`src/rtl/rtc_pkg.sv`:
```
package rtc_pkg;

  typedef struct packed {
    logic [1:0] cent;
    logic [7:0] year;
    logic [7:0] month;
    logic [7:0] date;
    logic [2:0] dow;
    logic [7:0] hour;
    logic [7:0] min;
    logic [7:0] sec;
    logic [7:0] hund;
  } rtc_time_t;

  localparam int unsigned NUM_REGS = 8;

  localparam rtc_time_t RTC_RESET = '{
    cent: 2'd0, year: 8'h00, month: 8'h01, date: 8'h01,
    dow: 3'd1, hour: 8'h00, min: 8'h00, sec: 8'h00, hund: 8'h00
  };

  // Increment a two-digit packed BCD value (no wrap handling).
  function automatic logic [7:0] bcd_inc(input logic [7:0] v);
    if (v[3:0] == 4'd9) return {v[7:4] + 4'd1, 4'd0};
    else                return {v[7:4], v[3:0] + 4'd1};
  endfunction

  // 10 is 2 mod 4, so the year mod 4 is (2*tens + ones) mod 4.
  function automatic logic leap_year(input logic [7:0] y);
    logic [1:0] r;
    r = {y[4], 1'b0} + y[1:0];
    return (r == 2'd0);
  endfunction

  function automatic logic [7:0] last_date(input logic [7:0] m, input logic [7:0] y);
    case (m)
      8'h02:                      return leap_year(y) ? 8'h29 : 8'h28;
      8'h04, 8'h06, 8'h09, 8'h11: return 8'h30;
      default:                    return 8'h31;
    endcase
  endfunction

  // Host-visible byte image; byte n sits at bits [8n+7:8n].
  function automatic logic [8*NUM_REGS-1:0] to_image(input rtc_time_t t);
    return {t.year, t.month, t.date, {5'd0, t.dow},
            {t.cent, t.hour[5:0]}, t.min, t.sec, t.hund};
  endfunction

endpackage

```
`src/rtl/rtc_rst_sync.sv`:
```
module rtc_rst_sync #(
  parameter int unsigned STAGES = 2
) (
  input  logic clk,
  input  logic rst_n,
  output logic rst_sync_n
);
  logic [STAGES-1:0] sync_q;

  always_ff @(posedge clk or negedge rst_n) begin
    if (!rst_n) sync_q <= '0;
    else        sync_q <= {sync_q[STAGES-2:0], 1'b1};
  end

  assign rst_sync_n = sync_q[STAGES-1];
endmodule

```
`src/rtl/rtc_frac_div.sv`:
```
module rtc_frac_div #(
  parameter int unsigned DIV_MOD  = 32768,
  parameter int unsigned DIV_STEP = 100
) (
  input  logic clk,
  input  logic rst_n,
  input  logic strobe,
  input  logic restart,
  output logic tick
);
  localparam int unsigned ACC_W = $clog2(DIV_MOD) + 1;

  logic [ACC_W-1:0] acc_q, acc_d;
  logic             tick_d;
  logic [ACC_W:0]   sum;

  always_comb begin
    sum    = {1'b0, acc_q} + (ACC_W+1)'(DIV_STEP);
    acc_d  = acc_q;
    tick_d = 1'b0;
    if (restart) begin
      acc_d = '0;
    end else if (strobe) begin
      if (sum >= (ACC_W+1)'(DIV_MOD)) begin
        acc_d  = ACC_W'(sum - (ACC_W+1)'(DIV_MOD));
        tick_d = 1'b1;
      end else begin
        acc_d  = ACC_W'(sum);
      end
    end
  end

  always_ff @(posedge clk or negedge rst_n) begin
    if (!rst_n) begin
      acc_q <= '0;
      tick  <= 1'b0;
    end else begin
      acc_q <= acc_d;
      tick  <= tick_d;
    end
  end
endmodule

```
`src/rtl/rtc_count_chain.sv`:
```
module rtc_count_chain
  import rtc_pkg::*;
(
  input  logic       clk,
  input  logic       rst_n,
  input  logic       tick,
  input  logic       load,
  input  logic [2:0] load_sel,
  input  logic [7:0] load_data,
  output rtc_time_t  now
);
  rtc_time_t cur_q, nxt;
  logic c_sec, c_min, c_hour, c_day, c_month, c_year;
  logic [7:0] dim;

  always_comb begin
    nxt     = cur_q;
    c_sec   = 1'b0;
    c_min   = 1'b0;
    c_hour  = 1'b0;
    c_day   = 1'b0;
    c_month = 1'b0;
    c_year  = 1'b0;
    dim     = last_date(cur_q.month, cur_q.year);
    if (load) begin
      case (load_sel)
        3'd1: nxt.sec   = load_data & 8'h7F;
        3'd2: nxt.min   = load_data & 8'h7F;
        3'd3: begin
          nxt.cent = load_data[7:6];
          nxt.hour = {2'b00, load_data[5:0]};
        end
        3'd4: nxt.dow   = load_data[2:0];
        3'd5: nxt.date  = load_data & 8'h3F;
        3'd6: nxt.month = load_data & 8'h1F;
        3'd7: nxt.year  = load_data;
        default: ;
      endcase
      nxt.hund = 8'h00;
    end else if (tick) begin
      if (cur_q.hund == 8'h99) begin
        nxt.hund = 8'h00;
        c_sec    = 1'b1;
      end else begin
        nxt.hund = bcd_inc(cur_q.hund);
      end
      if (c_sec) begin
        if (cur_q.sec >= 8'h59) begin nxt.sec = 8'h00; c_min = 1'b1; end
        else nxt.sec = bcd_inc(cur_q.sec);
      end
      if (c_min) begin
        if (cur_q.min >= 8'h59) begin nxt.min = 8'h00; c_hour = 1'b1; end
        else nxt.min = bcd_inc(cur_q.min);
      end
      if (c_hour) begin
        if (cur_q.hour >= 8'h23) begin nxt.hour = 8'h00; c_day = 1'b1; end
        else nxt.hour = bcd_inc(cur_q.hour);
      end
      if (c_day) begin
        nxt.dow = (cur_q.dow >= 3'd7) ? 3'd1 : cur_q.dow + 3'd1;
        if (cur_q.date >= dim) begin nxt.date = 8'h01; c_month = 1'b1; end
        else nxt.date = bcd_inc(cur_q.date);
      end
      if (c_month) begin
        if (cur_q.month >= 8'h12) begin nxt.month = 8'h01; c_year = 1'b1; end
        else nxt.month = bcd_inc(cur_q.month);
      end
      if (c_year) begin
        if (cur_q.year == 8'h99) begin
          nxt.year = 8'h00;
          nxt.cent = cur_q.cent + 2'd1;
        end else begin
          nxt.year = bcd_inc(cur_q.year);
        end
      end
    end
  end

  always_ff @(posedge clk or negedge rst_n) begin
    if (!rst_n) cur_q <= RTC_RESET;
    else        cur_q <= nxt;
  end

  assign now = cur_q;
endmodule

```
`src/rtl/rtc_user_copy.sv`:
```
module rtc_user_copy
  import rtc_pkg::*;
(
  input  logic                  clk,
  input  logic                  rst_n,
  input  logic [8*NUM_REGS-1:0] live_img,
  input  logic                  host_act,
  input  logic                  clk_addr,
  input  logic [2:0]            reg_sel,
  input  logic                  host_stop,
  output logic [8*NUM_REGS-1:0] user_img,
  output logic                  frozen,
  output logic [7:0]            rdata
);
  logic frozen_d;
  logic copy_en;
  logic [7:0] byte_sel [NUM_REGS];

  always_comb begin
    frozen_d = frozen;
    if (host_stop)                 frozen_d = 1'b0;
    else if (host_act && !clk_addr) frozen_d = 1'b0;
    else if (host_act && clk_addr)  frozen_d = 1'b1;
  end

  assign copy_en = !frozen && !(host_act && clk_addr);

  always_ff @(posedge clk or negedge rst_n) begin
    if (!rst_n) begin
      frozen   <= 1'b0;
      user_img <= to_image(RTC_RESET);
    end else begin
      frozen <= frozen_d;
      if (copy_en) user_img <= live_img;
    end
  end

  for (genvar g = 0; g < NUM_REGS; g++) begin : g_bytes
    assign byte_sel[g] = user_img[8*g +: 8];
  end

  assign rdata = clk_addr ? byte_sel[reg_sel] : 8'h00;
endmodule

```
`src/rtl/bcd_timekeeper.sv`:
```
module bcd_timekeeper
  import rtc_pkg::*;
#(
  parameter int unsigned DIV_MOD  = 32768,
  parameter int unsigned DIV_STEP = 100,
  parameter int unsigned ADDR_W   = 6   // must be at least 4
) (
  input  logic              clk,
  input  logic              rst_n,
  input  logic              tick_32k,
  input  logic              host_act,
  input  logic [ADDR_W-1:0] host_addr,
  input  logic              host_wr,
  input  logic [7:0]        host_wdata,
  input  logic              host_stop,
  output logic [7:0]        host_rdata
);
  localparam logic [ADDR_W-1:0] CLK_LIMIT = ADDR_W'(NUM_REGS);

  logic                  rst_sync_n;
  logic                  hund_pulse;
  logic                  clk_addr;
  logic                  wr_load;
  rtc_time_t             live;
  logic [8*NUM_REGS-1:0] user_img;
  logic                  frozen;

  assign clk_addr = (host_addr < CLK_LIMIT);
  assign wr_load  = host_wr && clk_addr;

  rtc_rst_sync #(.STAGES(2)) u_rst (
    .clk(clk), .rst_n(rst_n), .rst_sync_n(rst_sync_n)
  );

  rtc_frac_div #(.DIV_MOD(DIV_MOD), .DIV_STEP(DIV_STEP)) u_div (
    .clk(clk), .rst_n(rst_sync_n), .strobe(tick_32k),
    .restart(wr_load), .tick(hund_pulse)
  );

  rtc_count_chain u_chain (
    .clk(clk), .rst_n(rst_sync_n), .tick(hund_pulse), .load(wr_load),
    .load_sel(host_addr[2:0]), .load_data(host_wdata), .now(live)
  );

  rtc_user_copy u_copy (
    .clk(clk), .rst_n(rst_sync_n), .live_img(to_image(live)),
    .host_act(host_act), .clk_addr(clk_addr), .reg_sel(host_addr[2:0]),
    .host_stop(host_stop), .user_img(user_img), .frozen(frozen),
    .rdata(host_rdata)
  );
endmodule

```
`config.mk`:
```
export PLATFORM = sky130hd
export DESIGN_NAME = bcd_timekeeper
export DESIGN_NICKNAME = d
export VERILOG_FILES = /design/src/rtl/rtc_pkg.sv /design/src/rtl/rtc_rst_sync.sv /design/src/rtl/rtc_frac_div.sv /design/src/rtl/rtc_count_chain.sv /design/src/rtl/rtc_user_copy.sv /design/src/rtl/bcd_timekeeper.sv
export SDC_FILE = /design/constraint.sdc
export NUM_CORES = 1
export LEC_CHECK = 0
export BUFFER_PORTS_ARGS = -buffer_cell sky130_fd_sc_hd__buf_4
export CORE_AREA = 4 4 114 116
export DETAILED_ROUTE_END_ITERATION = 8
export DIE_AREA = 0 0 118 120
export PLACE_DENSITY = 0.82
export SKIP_LAST_GASP = 1
export SYNTH_ARGS = -nofsm -noshare
export SYNTH_HDL_FRONTEND = slang
export SYNTH_SLANG_ARGS = --single-unit
```
`constraint.sdc`:
```
create_clock -name clk -period 5.95 [get_ports clk]
set_clock_uncertainty 0.2 [all_clocks]
set_input_delay 0.8925 -clock clk [delete_from_list [all_inputs] [get_ports clk]]
set_output_delay 0.8925 -clock clk [all_outputs]
set_load 0.01 [all_outputs]
```
==> results of run 1 <==
## registers in the layout (all words and copies together), names as in the netlist
signal and flops:
u_chain.now 61, u_copy.frozen 1, u_copy.user_img 59, u_div.acc_q 14
u_div.tick 1, u_rst.sync_q 2
## cell usage after synthesis (7+ instances only)
cell      instances  area, µm²
a211oi_1          7       52.6
dfrtp_1         132       3300
nand3_1          18       90.1
nand2_1          38        143
nand3b_1          7       52.6
o31a_1            8       70.1
nor2b_1           7       43.8
and2_1            7       43.8
xor2_1           10       87.6
mux2_2           69        777
ha_1             28        350
a21oi_1          33        165
mux4_2           11        248
o21ai_0          50        250
nor3_1           14       70.1
buf_1             7       26.3
clkbuf_1         21       78.8
a22o_1            7       61.3
nor2_1           62        233
a31oi_1           7       43.8
inv_1            26       97.6
## worst paths after layout
path                            startpoint             endpoint  depth (start not counted)
hold reg to reg            u_rst.sync_q[0]      u_rst.sync_q[1]                          0
setup reg to reg           u_chain.now[43]      u_chain.now[51]                         11
setup / recovery           u_chain.now[43]      u_chain.now[51]                         11
hold / removal                       rst_n      u_rst.sync_q[1]                          1
max in group asynchronous  u_rst.sync_q[1]  u_copy.user_img[55]                          1
min in group clk           u_rst.sync_q[0]      u_rst.sync_q[1]                          0
## metal layers
metal / share of wire [%] / global-route usage, % / up-vias
met5: 0 / 0 / -
li1: - / - / 2486
met2: 48 / 43.3 / 239
met1: 41 / 33.8 / 2801
met4: 3.7 / 13.2 / 0
met3: 7.3 / 8.91 / 64
## cells by family after synthesis
logic type      Yosys count
simple gates            196
compound gates          155
flops                   138
mux                      87
buf+inv                  60
fa+ha+maj                28
xor+xnor                 12
other cells               1
## area by class of cell
| type | count | area [µm²] |
|---|---|---|
| Fill cell | 843 | 3740 |
| Multi-Input combinational cell | 479 | 3580 |
| Sequential cell | 138 | 3460 |
| Clock buffer | 25 | 515 |
| Timing Repair Buffer | 30 | 225 |
| Tap cell | 147 | 184 |
| Clock inverter | 7 | 110 |
| Inverter | 26 | 97.6 |
## cells in the final DEF (no fill, tap or decap), drive strengths merged, types with 6 or more instances in the layout
cell      n
a211oi    7
o31ai     8
nand2b    6
xor2     10
nand3    19
a22oi     6
o31a      8
dfstp     6
and2      7
inv      26
a21oi    33
nand4     6
or3       6
ha       28
nor2     62
a31oi     7
mux2     70
nor2b     7
nand2    38
buf      30
dfrtp   132
nand3b    7
a22o      7
mux4     11
nor3     14
and3      6
clkbuf   25
o21ai    50
mux2i     6
## worst max-delay path, delay by kind of cell (launching register included)
kind                     cells  cell delay [ns]
multiplexers                 1             0.40
flip-flops                   1             0.61
AO/OA/AOI/OAI                5             1.28
adder cells (fa/ha/maj)      1             0.27
AND/OR/NAND/NOR              4             1.51
## report_power, final
part | internal, mW | total [mW] | switching [mW]
Sequential | 1.06 | 1.21 | 0.143
Clock | 0.723 | 1.11 | 0.390
Combinational | 0.194 | 0.396 | 0.202
==> impl_metrics.csv, run 1 <==
group,metric,value,unit
run_status,status,"completed",
layout,finalNonFillerCells,852,
clocking,htreeDepth,4,
placement,port_buffers,27,
logic_synthesis,synth_xor_xnor_area_share,1.45,%
min_path,hp-class,"in -> async",
layout,nNetsFinal,740,
layout,utilization,68.6,%
grt,grt_max_degree,86,
clocking,cts_setup_buffers,0,
logic_synthesis,synthSimpleGateAreaFrac,13.8,%
timing,tightestPinTransition,1.10,ns
routing,drt_first_pass_iters,4,
pwr,finalPower,2.71,mW
die,die-area,14200,µm²
clocking,cts_resized,0,
critical_path,crit_type,"reg -> reg",
timing,final-hold-violation-count,0,
logic_synthesis,synth_top_family_by_area,"multiplexers",
timing,finalMaxSlewViolations,0,
logic_synthesis,synth_seq_cells,138,
routing,drc,0,
clocking,cts-buffers-inserted,17,
critical_path,critPathArrivalTime,4.50,ns
pwr,peakVddDrop,0.284,mV
clocking,clockRootBuffer,"clkbuf_16",
timing,slew_headroom,26.8,%
clocking,insertion_delay,0.43,ns
clocking,clock_sinks,138,
grt,grt_pass1_vias,5687,
routing,drtIter0Drc,531,
logic_synthesis,synth_compound_area_share,13.9,%
placement,place_area,7550,µm²
die,dieWidth,118,µm
logic_synthesis,syn-num-nets,725,
grt,grt_pass1_wl,29800,µm
logic_synthesis,synth_mux_area_share,15.1,%
logic_synthesis,ys_seq_area_share,47.7,%
timing,setup_viol,0,
critical_path,critPathCaptureType,"register",
routing,wire_per_inst,21.0,µm
layout,design_area,8180,µm²
logic_synthesis,synth_edf_count,0,
clocking,clk_path_buf_depth,2,
timing,finalCritPeriodShare,73.7,%
flow_run,cap_viol_max_count,0,
critical_path,crit_fanout,10,
logic_synthesis,ys_async_sr_fraction,100,%
placement,place_hpwl,11800,µm
timing,fin_setup_tns,0,ns
logic_synthesis,ys_warn_count,0,
die,io_pins,28,
logic_synthesis,synth_fa_ha_area_share,4.83,%
timing,fin_crit,4.39,ns
critical_path,critPathRequiredTime,6.07,ns
critical_path,crit_slowest_cell,"dfstp_2",
logic_synthesis,synth.cell_area,7260,µm²
timing,setup_ws,1.56,ns
placement,place_ws,1.82,ns
critical_path,critical_path.max_stage_delay,0.61,ns
logic_synthesis,synth_cell_types,63,
pwr,power_density,332,nW/µm²
die,initial_utilization,61.0,%
die,die_h,120,µm
clocking,cts_tree,"yes",
critical_path,crit_path_start_kind,"register",
logic_synthesis,synth_cells,677,
routing,ant_nets,0,
layout,antennaDiodeCount,0,
critical_path,path_cells,"nor2b_1 > nor3b_1 > a21o_1 > a32oi_1 > o32a_1 > ha_1 > or4b_1 > nand4_1 > a31oi_1 > a21oi_1 > mux2_2",
routing,drt-total-wl,17900,µm
clocking,clk_pin_slew,0.06,ns
logic_synthesis,syn_area_per_cell,10.7,µm²
placement,dp_cells,820,
layout,drive_gt1_share,22.8,%
clocking,hold_buffers,0,
pwr,p_leak,3.74,nW
grt,track_usage,27.3,%
grt,grt_overflow,0,
logic_synthesis,synthFlopType,"dfrtp_1",
routing,dr_total_vias,5590,
timing,fmax,0.228,GHz
routing,vias_per_cell,6.56,
layout,syn2layout_area_growth,12.6,%
die,core,11900,µm²
timing,rsz0062_at_grt,"false",
placement,gp_congestion,0.847,
die,placementRows,40,
critical_path,r2r_slack,1.56,ns
timing,hold_ws,0.0348,ns
grt,antenna_found_initial,0,
No activity file was read; power rests on OpenSTA's default activity.
==> run 2, diff against run 1 <==
- CORE_AREA: 4 4 114 116 -> 4 4 119 121
- DIE_AREA: 0 0 118 120 -> 0 0 123 125
- PLACE_DENSITY: 0.82 -> 0.79
- clock period: 5.95 -> 3.55 ns (I/O delays scaled with it)
==> run 2 against run 1 <==
Compared with the run above: fmax increased by 28%; sequential share of layout area decreased by 1.3 points; sequential power increased by 66%; routed wire length increased by 0.35%; utilization decreased by 4.3 points; register-to-register slack got worse by 1.4 ns; setup slack got worse by 1.4 ns; non-clock buffer count increased by 19; critical path type unchanged.
==> impl_metrics.csv, run 2 (synthesis results as in run 1) <==
group,metric,value,unit
layout,layout_common_cells,"dfrtp_1 (131), mux2_2 (69), nor2_1 (62)",
clocking,clock_sinks,138,
placement,gp_congestion,0.874,
layout,largest_reg_flops,61,
clocking,clk_pin_slew,0.06,ns
grt,grt_pass1_wl,29400,µm
clocking,insertion_delay,0.42,ns
layout,utilization,64.4,%
layout,nFillCells,977,
routing,drt_first_pass_iters,5,
clocking,cts_tree,"yes",
critical_path,crit_buf_inv,1,
critical_path,crit_type,"reg -> reg",
timing,setup_viol,0,
grt,antenna_found_initial,0,
die,io_pins,28,
routing,wire_per_inst,20.0,µm
pwr,peakVddDrop,0.372,mV
timing,hold_ws,0.0542,ns
pwr,power_density,545,nW/µm²
clocking,htreeDepth,4,
timing,fin_setup_tns,0,ns
die,die_h,125,µm
grt,track_usage,24.6,%
timing,finalMaxSlewViolations,0,
critical_path,cp_top_family,"simple AND/OR/NAND/NOR gates",
die,core,13100,µm²
critical_path,crit_fanout,6,
routing,ant_nets,0,
grt,grt_max_degree,65,
placement,place_hpwl,12300,µm
routing,vias_per_cell,6.21,
die,placementRows,42,
clocking,clk_path_buf_depth,2,
run_status,status,"completed",
critical_path,critPathCaptureType,"register",
flow_run,cap_viol_max_count,0,
clocking,cts-buffers-inserted,17,
die,initial_utilization,55.5,%
timing,final-hold-violation-count,0,
critical_path,critPathRequiredTime,3.66,ns
placement,port_buffers,27,
clocking,clockRootBuffer,"clkbuf_16",
die,dieWidth,123,µm
timing,finalCritPeriodShare,96.4,%
layout,nNetsFinal,759,
critical_path,path_cells,"nor2b_4 > nor3b_4 > a21o_1 > a32oi_1 > o32a_1 > ha_1 > or4b_1 > nand4_1 > a31oi_1 > a21oi_2 > buf_4 > mux2_2",
timing,fmax,0.292,GHz
routing,drt-total-wl,18000,µm
routing,drc,0,
pwr,p_leak,3.84,nW
pwr,finalPower,4.59,mW
layout,drive_gt1_share,25.3,%
grt,grt_overflow,0,
critical_path,r2r_slack,0.13,ns
min_path,hp-class,"in -> reg",
routing,drtIter0Drc,791,
layout,syn2layout_area_growth,16.0,%
critical_path,crit_slowest_cell,"dfstp_2",
layout,finalNonFillerCells,900,
timing,fin_crit,3.42,ns
layout,antennaDiodeCount,0,
timing,tightestPinTransition,0.964,ns
placement,dp_cells,866,
critical_path,critPathArrivalTime,3.53,ns
die,die-area,15400,µm²
critical_path,critical_path.max_stage_delay,0.53,ns
timing,slew_headroom,35.6,%
grt,grt_pass1_vias,5640,
layout,final_common_cell,"dfrtp_1",
critical_path,crit_path_start_kind,"register",
routing,dr_total_vias,5592,
## run 2: changes by cell type in the layout (fill, tap and decap cells not counted), sizes merged
cell         change
buf             +18
clkinv           -2
clkbuf           +1
clkinvlp         +1
dlygate4sd3      +1
## run 2: final cells by class
type	instances	area [µm²]	area share [%]
clock buffer	26	519	6.16
clock inverter	6	108	1.28
inverter	26	97.6	1.16
multi-input combinational	479	3610	42.9
sequential	138	3460	41.1
tap	176	220	2.61
timing repair buffer	49	403	4.78
## run 2: worst paths after layout
| check | startpoint | to | depth (start not counted) |
|---|---|---|---|
| min in group asynchronous | u_rst.sync_q[1] | u_chain.now[0] | 0 |
| min reg2reg | u_rst.sync_q[0] | u_rst.sync_q[1] | 0 |
| min | host_stop | u_copy.frozen | 2 |
| max reg2reg | u_chain.now[43] | u_chain.now[51] | 12 |
| max in group asynchronous | u_rst.sync_q[1] | u_copy.user_img[40] | 1 |
| max | u_chain.now[43] | u_chain.now[51] | 12 |
## run 2: per-stage QoR
step	worst slack (ns)	instance area, µm²
after floorplan	0.0187	7290
after global placement	0.177	7760
after detailed placement	0.103	7760
after CTS	0.0726	8390
after global routing	-0.0138	8420
final	0.126	8420
## run 2: where the power goes
group / internal [mW] / total (mW) / switching (mW)
Clock: 1.22 / 1.86 / 0.649
Combinational: 0.358 / 0.711 / 0.353
Sequential: 1.78 / 2.01 / 0.230
Total: 3.36 / 4.59 / 1.23
## run 2: what timing repair did
action,in CTS,in global routing
hold endpoints to repair,2,0
setup buffers,0,1
gates resized for setup,0,6
hold buffers,1,0
endpoints found under the setup margin,0,9
## run 2: per-layer routing
layer / vias up / global-route usage, % / share of wire [%]
met4: 0 / 10.5 / 3.7
met2: 235 / 38.8 / 49
met5: - / 0 / 0
met1: 2785 / 32.8 / 41
li1: 2521 / - / -
met3: 51 / 5.60 / 6.8
==> run 3, diff against run 2 <==
- CORE_AREA: 4 4 119 121 -> 4 4 92 158
- DIE_AREA: 0 0 123 125 -> 0 0 96 162
- SLEW_MARGIN: not set -> 20
==> run 3 against run 2 <==
Compared with the run above: setup slack improved by 0.0026 ns; critical path depth unchanged; routed wire length increased by 3.3%; largest power group unchanged; sequential power about the same; sequential cell count unchanged; via count decreased by 0.54%; die area increased by 1.2%; first-iteration DRC count decreased by 50%; utilization decreased by 1.9 points; clock power decreased by 4%; fmax about the same; non-clock buffer count decreased by 2.
==> impl_metrics.csv, run 3 (synthesis results as in run 1) <==
group,metric,value,unit
critical_path,r2r_slack,0.13,ns
placement,gp_congestion,0.948,
timing,fmax,0.292,GHz
die,placementRows,56,
placement,place_area,7730,µm²
grt,grt_pass1_wl,29800,µm
grt,grt_max_degree,83,
placement,dp_cells,861,
routing,drtIter0Drc,397,
pwr,clkPwrFrac,39.5,%
critical_path,critPathRequiredTime,3.70,ns
clocking,cts_tree,"yes",
grt,track_usage,25.4,%
routing,dr_total_vias,5562,
critical_path,critPathCaptureType,"register",
die,io_pins,28,
placement,port_buffers,27,
routing,wire_per_inst,20.7,µm
clocking,clock_sinks,138,
pwr,p_leak,3.81,nW
layout,layout_common_cells,"dfrtp_1 (131), mux2_2 (69), nor2_1 (62)",
routing,drt-total-wl,18600,µm
grt,antenna_found_initial,0,
clocking,clockRootBuffer,"clkbuf_16",
die,initial_utilization,54.3,%
timing,rsz0062_at_grt,"true",
layout,multi_input_area,3610,µm²
grt,grt_pass1_vias,5769,
die,dieWidth,96,µm
critical_path,crit_fanout,7,
layout,utilization,62.5,%
layout,nFillCells,1029,
timing,fin_setup_tns,0,ns
layout,drive_gt1_share,25.1,%
pwr,p_seq_share,44.8,%
layout,final_common_cell,"dfrtp_1",
routing,vias_per_cell,6.21,
critical_path,rr_endpoint,"u_chain.now[38]",
layout,syn2layout_area_growth,15.3,%
clocking,clk_pin_slew,0.06,ns
timing,tightestPinTransition,0.950,ns
pwr,combPwrFrac,15.7,%
routing,ant_nets,0,
critical_path,r2r_start,"u_chain.now[43]",
run_status,status,"completed",
critical_path,worstRegToRegCells,12,
critical_path,critPathCapture,"u_chain.now[38]",
die,die-area,15600,µm²
pwr,power_switching,1.25,mW
layout,largest_reg_flops,61,
timing,final-hold-violation-count,0,
layout,nNetsFinal,757,
timing,fin_crit,3.42,ns
flow_run,cap_viol_max_count,0,
layout,seq_area,3460,µm²
placement,place_hpwl,13000,µm
die,core,13400,µm²
pwr,power_density,539,nW/µm²
pwr,p_int,3.26,mW
timing,setup_viol,0,
grt,grt_overflow,0,
clocking,clk_path_buf_depth,2,
timing,slew_headroom,36.5,%
critical_path,crit_path_start_kind,"register",
pwr,peakVddDrop,0.355,mV
layout,design_area,8370,µm²
min_path,hp-class,"in -> reg",
routing,drc,0,
clocking,htreeDepth,4,
pwr,p_sw_share,27.8,%
layout,finalNonFillerCells,896,
clocking,cts-buffers-inserted,17,
timing,finalCritPeriodShare,96.4,%
layout,antennaDiodeCount,0,
clocking,insertion_delay,0.42,ns
routing,drt_first_pass_iters,6,
timing,finalMaxSlewViolations,0,
critical_path,critPathArrivalTime,3.57,ns
critical_path,crit_type,"reg -> reg",
die,die_h,162,µm
critical_path,critPathLaunch,"u_chain.now[43]",
==> run 3: cell types whose count changed in the layout (fill, tap and decap cells not counted), sizes merged <==
cell and change:
buf -2, clkinv +2, clkbuf -5, clkinvlp +2, inv +1
==> run 3: through the flow <==
stage	hold slack [ns]	total power, mW	worst slack, ns
after CTS	0.0550	4.51	0.00583
final	0.0603	4.51	0.129
after floorplan	0.0369	2.49	0.0187
after detailed placement	0.116	2.72	0.0400
after global routing	0.0546	4.71	-0.0331
after global placement	0.115	2.67	0.129
==> run 3: cell type report <==
class	instances	area share, %
multi-input cells	479	43.2
inverters	26	1.17
repair buffers	47	4.55
well taps	174	2.60
clock buffers	21	5.38
flip-flops and latches	138	41.4
clock inverters	11	1.73
==> run 3: how the worst min path moves through the flow <==
| stage | start | end | slack, ns | cells past startpoint |
|---|---|---|---|---|
| 2_1_floorplan | rst_n | u_rst.sync_q[0] | 0.04 | 0 |
| 3_3_place_gp | rst_n | u_rst.sync_q[0] | 0.11 | 1 |
| 3_5_place_dp | rst_n | u_rst.sync_q[0] | 0.12 | 1 |
| 4_1_cts | host_stop | u_copy.frozen | 0.05 | 2 |
| 5_1_grt | host_stop | u_copy.frozen | 0.05 | 2 |
| 6_report | host_stop | u_copy.frozen | 0.06 | 2 |
==> run 3: what timing repair did <==
| action | 4_1_cts | 5_1_grt |
|---|---|---|
| buffers inserted | 0 | 2 |
| hold endpoints to repair | 2 | 0 |
| endpoints found under the setup margin | 0 | 11 |
| hold buffers | 1 | 0 |
| resized for setup | 0 | 4 |
==> run 3: power by group through the flow <==
stage | Sequential, mW | Combinational (mW) | Clock (mW)
after floorplan | 1.96 | 0.531 | 0
after global routing | 2.05 | 0.784 | 1.88
final | 2.02 | 0.706 | 1.78
after CTS | 2.02 | 0.698 | 1.80
after detailed placement | 2.04 | 0.685 | 0
after global placement | 2.02 | 0.648 | 0
==> run 3: per-layer routing <==
layer	global-route usage (%)	wire length [µm]
met4	15.9	1170
met5	0	0
met3	5.24	937
met1	28.8	6660
met2	42.6	9780
==> run 3: worst max-delay path, stage by stage (launching register included) <==
cell	delay [ns]
dfstp_2	0.53
nor2b_4	0.14
nor3b_4	0.21
a21o_1	0.11
a32oi_1	0.05
o32a_1	0.29
ha_1	0.27
or4b_1	0.47
nand4_1	0.15
nand3_2	0.12
or3_4	0.46
o31ai_2	0.19
a22o_1	0.16
